--- src/rtl/ea_gen.sv ---
module ea_gen #(
  parameter int AW = 16,
  parameter int DW = 8,
  parameter int LW = 3
) (
  input  logic          clk,
  input  logic          rst_n,
  input  logic          start,
  input  logic [3:0]    mode,
  input  logic          prebyte,
  input  logic [AW-1:0] hx,
  input  logic [AW-1:0] sp,
  input  logic [AW-1:0] pc_next,
  input  logic [DW-1:0] opb1,
  input  logic [DW-1:0] opb2,
  output logic          done,
  output logic [AW-1:0] ea,
  output logic          imm_flag,
  output logic [DW-1:0] imm_data,
  output logic [LW-1:0] inst_len,
  output logic [AW-1:0] br_target,
  output logic [AW-1:0] hx_next,
  output logic          hx_we,
  output logic          illegal
);
  localparam logic [3:0] M_INH = 4'd0, M_IMM = 4'd1, M_DIR = 4'd2, M_EXT = 4'd3,
                         M_REL = 4'd4, M_IX0 = 4'd5, M_IX1 = 4'd6, M_IX2 = 4'd7,
                         M_IXP = 4'd8, M_IX1P = 4'd9, M_SP1 = 4'd10, M_SP2 = 4'd11;

  logic [AW-1:0] off8, off16, rel_sum, n_ea;
  logic [LW-1:0] n_len;
  logic          n_imm, n_we, n_ill;

  assign off8    = AW'(opb1);
  assign off16   = AW'({opb1, opb2});
  assign rel_sum = pc_next + {{(AW-DW){opb1[DW-1]}}, opb1};

  always_comb begin
    n_ea  = '0;
    n_len = '0;
    n_imm = 1'b0;
    n_we  = 1'b0;
    n_ill = 1'b0;
    case (mode)
      M_INH:  n_len = LW'(1);
      M_IMM:  begin n_len = LW'(2); n_imm = 1'b1; end
      M_DIR:  begin n_len = LW'(2); n_ea = off8; end
      M_EXT:  begin n_len = LW'(3); n_ea = off16; end
      M_REL:  begin n_len = LW'(2); n_ea = rel_sum; end
      M_IX0:  begin n_len = LW'(1); n_ea = hx; end
      M_IX1:  begin n_len = LW'(2); n_ea = hx + off8; end
      M_IX2:  begin n_len = LW'(3); n_ea = hx + off16; end
      M_IXP:  begin n_len = LW'(1); n_ea = hx; n_we = 1'b1; end
      M_IX1P: begin n_len = LW'(2); n_ea = hx + off8; n_we = 1'b1; end
      M_SP1:  if (prebyte) begin n_len = LW'(3); n_ea = sp + off8; end
              else n_ill = 1'b1;
      M_SP2:  if (prebyte) begin n_len = LW'(4); n_ea = sp + off16; end
              else n_ill = 1'b1;
      default: n_ill = 1'b1;
    endcase
  end

  always_ff @(posedge clk or negedge rst_n) begin
    if (!rst_n) begin
      done      <= 1'b0;
      ea        <= '0;
      imm_flag  <= 1'b0;
      imm_data  <= '0;
      inst_len  <= '0;
      br_target <= '0;
      hx_next   <= '0;
      hx_we     <= 1'b0;
      illegal   <= 1'b0;
    end else begin
      done <= start;
      if (start) begin
        ea        <= n_ea;
        imm_flag  <= n_imm;
        imm_data  <= n_imm ? opb1 : '0;
        inst_len  <= n_len;
        br_target <= rel_sum;
        hx_next   <= n_we ? hx + AW'(1) : hx;
        hx_we     <= n_we;
        illegal   <= n_ill;
      end
    end
  end
endmodule

--- config.mk ---
export PLATFORM = sky130hd
export DESIGN_NAME = ea_gen
export DESIGN_NICKNAME = d
export VERILOG_FILES = /design/src/rtl/ea_gen.sv
export SDC_FILE = /design/constraint.sdc
export NUM_CORES = 1
export LEC_CHECK = 0
export BUFFER_PORTS_ARGS = -buffer_cell sky130_fd_sc_hd__buf_4
export CAP_MARGIN = 20
export CORE_ASPECT_RATIO = 0.6
export CORE_UTILIZATION = 30
export CTS_BUF_LIST = sky130_fd_sc_hd__clkbuf_8 sky130_fd_sc_hd__clkbuf_16
export DETAILED_ROUTE_END_ITERATION = 8
export MAX_ROUTING_LAYER = met4
export PLACE_DENSITY = 0.5
export SLEW_MARGIN = 25
export SYNTH_ARGS = -nofsm -noshare
export SYNTH_HDL_FRONTEND = slang
export SYNTH_SLANG_ARGS = --single-unit
--- constraint.sdc ---
create_clock -name clk -period 1.25 [get_ports clk]
set_input_delay 0.125 -clock clk [delete_from_list [all_inputs] [get_ports clk]]
set_output_delay 0.125 -clock clk [all_outputs]
set_load 0.01 [all_outputs]
# After elaboration in Yosys (flattened, before gate mapping)
# Index checks and enable logic that the tools add are counted.
# W data, S select, Z words.
[totals] regBits=63 in_bits=72
[classes] reduce_logical=9 n_mux=12 n_eq_ne=11 n_addsub=6
[ops] op="$pmux W16 S8" n=1
[ops] op="$add A16 B16 Y16" n=3
[ops] op="$mux W16" n=3
[ops] op="$add A16 B8 Y16" n=2
[ops] op="$add A16 B1 Y16 const B" n=1
[ops] op="$eq A4 B3 Y1 const B" n=4
[ops] op="$eq A4 B4 Y1 const B" n=4
[ops] op="$pmux W3 S5" n=1
[ops] op="$reduce_or A10 Y1" n=1
[ops] op="$reduce_or A2 Y1" n=5
[ops] op="$eq A4 B2 Y1 const B" n=2
[ops] op="$mux W8" n=1
[ops] op="$reduce_or A5 Y1" n=1
[ops] op="$eq A4 B1 Y1 const B" n=1
[ops] op="$logic_not A4 Y1" n=1
[ops] op="$mux W1" n=3
[ops] op="$mux W3" n=1
[ops] op="$reduce_or A3 Y1" n=1
[ops] op="$mux W2" n=1
[ops] op="$pmux W1 S2" n=1

# Logic depth before layout (Yosys ltp)
[logic_depth] depth_word=4 mapped_depth=15 mapped_depth_nobuf=15

# Worst setup path before layout
# OpenSTA, ideal clock, no wires.
[synth_timing] path_type="input port to flip-flop" from="input port mode[3]" to="register ea[13]" setup_time_ns=0.140 required_time_ns=1.110 t_arrival_ns=3.079 setup_slack_ns=-1.969 cell_stages=14 path_buffers=2 path_cell_list="buf_2 > nor2b_1 > a21oi_1 > clkbuf_1 > mux2_2 > ha_1 > or3_1 > a21oi_1 > a211oi_1 > nor3b_1 > nor2_1 > xnor2_1 > a221oi_1 > a32oi_1"
[synth_via] elab_chain_cells=3
[synth_lines] element="start, declared" line="9" text="input logic [3:0] mode,"
[synth_lines] element="$eq A4 B4 Y1 / $eq A4 B3 Y1 (equally long branches)" line="44" text="case (mode)"
[synth_lines] element="$reduce_or A2 Y1 (no line)"
[synth_lines] element="$pmux W16 S8 *" line="44"
[synth_lines] element="end signal, assigned" line="77" text="ea <= n_ea;"
[synth_lines] element="end, declared" line="17" text="output logic [AW-1:0] ea,"
# Mark *: on every way between the ends. The rest lies on a longest branch, timed or not.
# A chain may end at the register's enable or synchronous reset.

# Final worst setup path
[layout_timing] from="input port mode[1]" to="register ea[14]"
# Same word-level chain as after synthesis.

==> results.yml <==
status:
  outcome: "complete, but fails checks"
  failed_checks: "negative setup slack"
setup_path:
  crit_type: "in -> reg"
  arrival_ns: 2.97
  endpoint_kind: "flop"
  required_ns: 1.52
  cp_max_fo: 6
  start_kind: "input pin"
synth:
  netlist_top_cells_area: "dfrtp_1 (27%), ha_1 (12%), xnor2_1 (5.0%)"
  netlist_instances: 656
  synth_nets: 787
  ys_seq_area_frac: 0.272
  synth_edf_count: 0
  synth-seq-cells: 63
  syn_area_per_cell_um2: 8.84
  netlist.area_leader.share: 0.272
  synthDistinctLibCells: 69
  synth_warnings: 0
  yosysTopAreaCell: "dfrtp_1"
  ys_async_sr_fraction: 1.00
  synthFlopType: "dfrtp_1"
  syn_area_mm2: 0.00580
pwr:
  p_per_area_mw_per_mm2: 949
  p_leak_nw: 4.89
  vdd_drop_max_uv: 596
  total_power_mw: 9.95
sta:
  relSlewSlack: 0.546
  fin_ws_ns: -1.45
  holdWs_ns: 0.105
  fin_crit_ns: 2.70
  setup_tns_ns: -24.83
  post-route-period-util: 2.16
  slew_violations: 0
  hold_viol: 0
  setup_viol: 38
  rsz0062_at_grt: "yes"
  clock_skew_ns: 0
  timing.fmax_ghz: 0.371
  tightest_slew_ns: 0.678
global_route:
  track_usage: 0.278
  grt_remaining_overflow: 0
  grt_pass1_vias: 6951
  grt_first_pass_wirelength_mm: 39.7
  antenna_found_initial: 0
  grt_max_degree: 43
worst_hold_path:
  hp-class: "in -> reg"
layout:
  n_antenna_cell: 0
  multi_input_area_mm2: 0.00501
  final_common_cell: "buf_4"
  drive_above_1_share: 0.536
  fill_cells: 1675
  nets: 1167
  area_delta_synth_final_pct: 80.9
  layout.cells.most_common_list: "buf_4 (348), dfrtp_1 (63), nand2_1 (55)"
  seqCellArea_mm2: 0.00158
placement:
  gp_congestion: 0.953
  dpl.hpwl_mm: 21.1
  port_buffers: 134
clock_tree:
  cts_tree: "done"
  clk_pin_slew_worst_paths_ns: 0.06
  cts_buffers: 9
  clk_path_buf_depth: 2
  insertion_delay_ns: 0.35
  cts-root-buf: "clkbuf_16"
  h-tree-depth: 3
  cts_sinks: 63
detailed_routing:
  via_per_inst: 5.32
  via_count: 6816
  routed_wl_mm: 26.2
  antenna_left: 0
  drt-initial-drc-count: 538
  firstDrtPassIters: 6
  wl_per_cell_um: 20.5
  drc: 0
flow_run:
  drv_cap: 0
floorplanning:
  die_w_um: 181
  fp.coreArea_mm2: 0.0185
  num_rows: 38
  die_y_um: 110
  initial_utilization: 0.313
  num_io_pins: 135
  die-area_mm2: 0.0199
-- path summary, 6_finish.rpt --
| kind | startpoint | to | cells after the start | slack [ns] |
|---|---|---|---|---|
| setup / recovery | mode[1] | ea[14]$_DFFE_PN0P_ | 17 | -1.45 |
| hold / removal | hx[15] | hx_next[15]$_DFFE_PN0P_ | 3 | 0.10 |
| setup reg to reg | ea[9]$_DFFE_PN0P_ | ea[9]$_DFFE_PN0P_ | 4 | 0.04 |
| hold reg to reg | ea[2]$_DFFE_PN0P_ | ea[2]$_DFFE_PN0P_ | 1 | 0.49 |
| max in group asynchronous | rst_n | hx_next[2]$_DFFE_PN0P_ | 3 | 0.51 |
| min in group asynchronous | rst_n | imm_data[0]$_DFFE_PN0P_ | 2 | 0.22 |
-- area by class of cell --
class | instances | share of cell area
multi-input cells | 557 | 0.478
clock buffers | 11 | 0.0241
well taps | 240 | 0.0286
repair buffers | 391 | 0.307
inverters | 14 | 0.00501
flip-flops and latches | 63 | 0.150
clock inverters | 5 | 0.00692
-- report_power, final --
group	switching [mW]	internal (mW)
clock	1.04	1.84
sequential	0.163	2.29
combinational	2.14	2.48
total	3.34	6.60
-- through the flow --
stage	cell area (um^2)	instances	util	worst slack, ns
after floorplan	6160	656	-	-1.46
after global placement	9170	1238	0.496	-1.89
after detailed placement	9170	1238	0.496	-1.96
after CTS	10100	1269	0.547	-1.45
after global routing	10500	1281	0.567	-1.56
final	10500	1281	0.567	-1.45
-- worst max-delay path, stage by stage --
cell,delay (ns)
buf_8,0.10
nand2b_4,0.15
nor2_4,0.13
a21oi_4,0.05
buf_12,0.14
buf_4,0.14
mux2_4,0.31
ha_4,0.27
buf_6,0.10
o21a_1,0.15
o31ai_4,0.10
a31o_4,0.24
o21ba_4,0.22
a2111oi_4,0.27
o21ai_1,0.12
o2111a_1,0.13
a32oi_1,0.20
-- registers in the layout, summed over array words and instances (netlist names) --
register and count:
br_target 16, done 1, ea 16, hx_next 16, hx_we 1, illegal 1, imm_data 8, imm_flag 1
inst_len 3
-- cells in the mapped netlist (all sizes together) (6+ instances only) --
cell and instances:
o21a 7, and2 9, a31oi 10, nand2b 6, ha 55, mux2 23
and3 9, nand4 7, nand2 59, xnor2 33, a211oi 6, clkbuf 11
or3 7, a21oi 55, nor3 16, dfrtp 63, inv 14, a222oi 17
nor2b 8, o2bb2ai 6, a21o 21, a22o 8, buf 11, xor2 31
o21ai 16, o211ai 7, nor2 54, nand3 19
-- timing repair --
item,in CTS,in global routing
hold buffers,1,0
buffers inserted,16,17
resized for setup,94,60
setup endpoints to repair,37,40
hold endpoints to repair,30,0
pin swaps,48,68
-- logic make-up after synthesis --
kind of cell,synth area share
buffers and inverters,0.0250
AOI/OAI and AO/OA,0.255
DFF,0.272
adders and majority gates,0.132
muxes,0.0498
and+or+nand+nor,0.169
xor gates and xnor gates,0.0967
-- routing by layer --
layer	global-route usage	part of all wire	routed length [um]	up-vias
met1	0.381	0.49	13000	3329
met2	0.421	0.43	11300	218
met5	-	0	0	-
met3	0.0606	0.062	1630	25
met4	0.0605	0.012	313	0
li1	-	-	-	3244
Note: power is estimated with default switching activity, not from simulation.
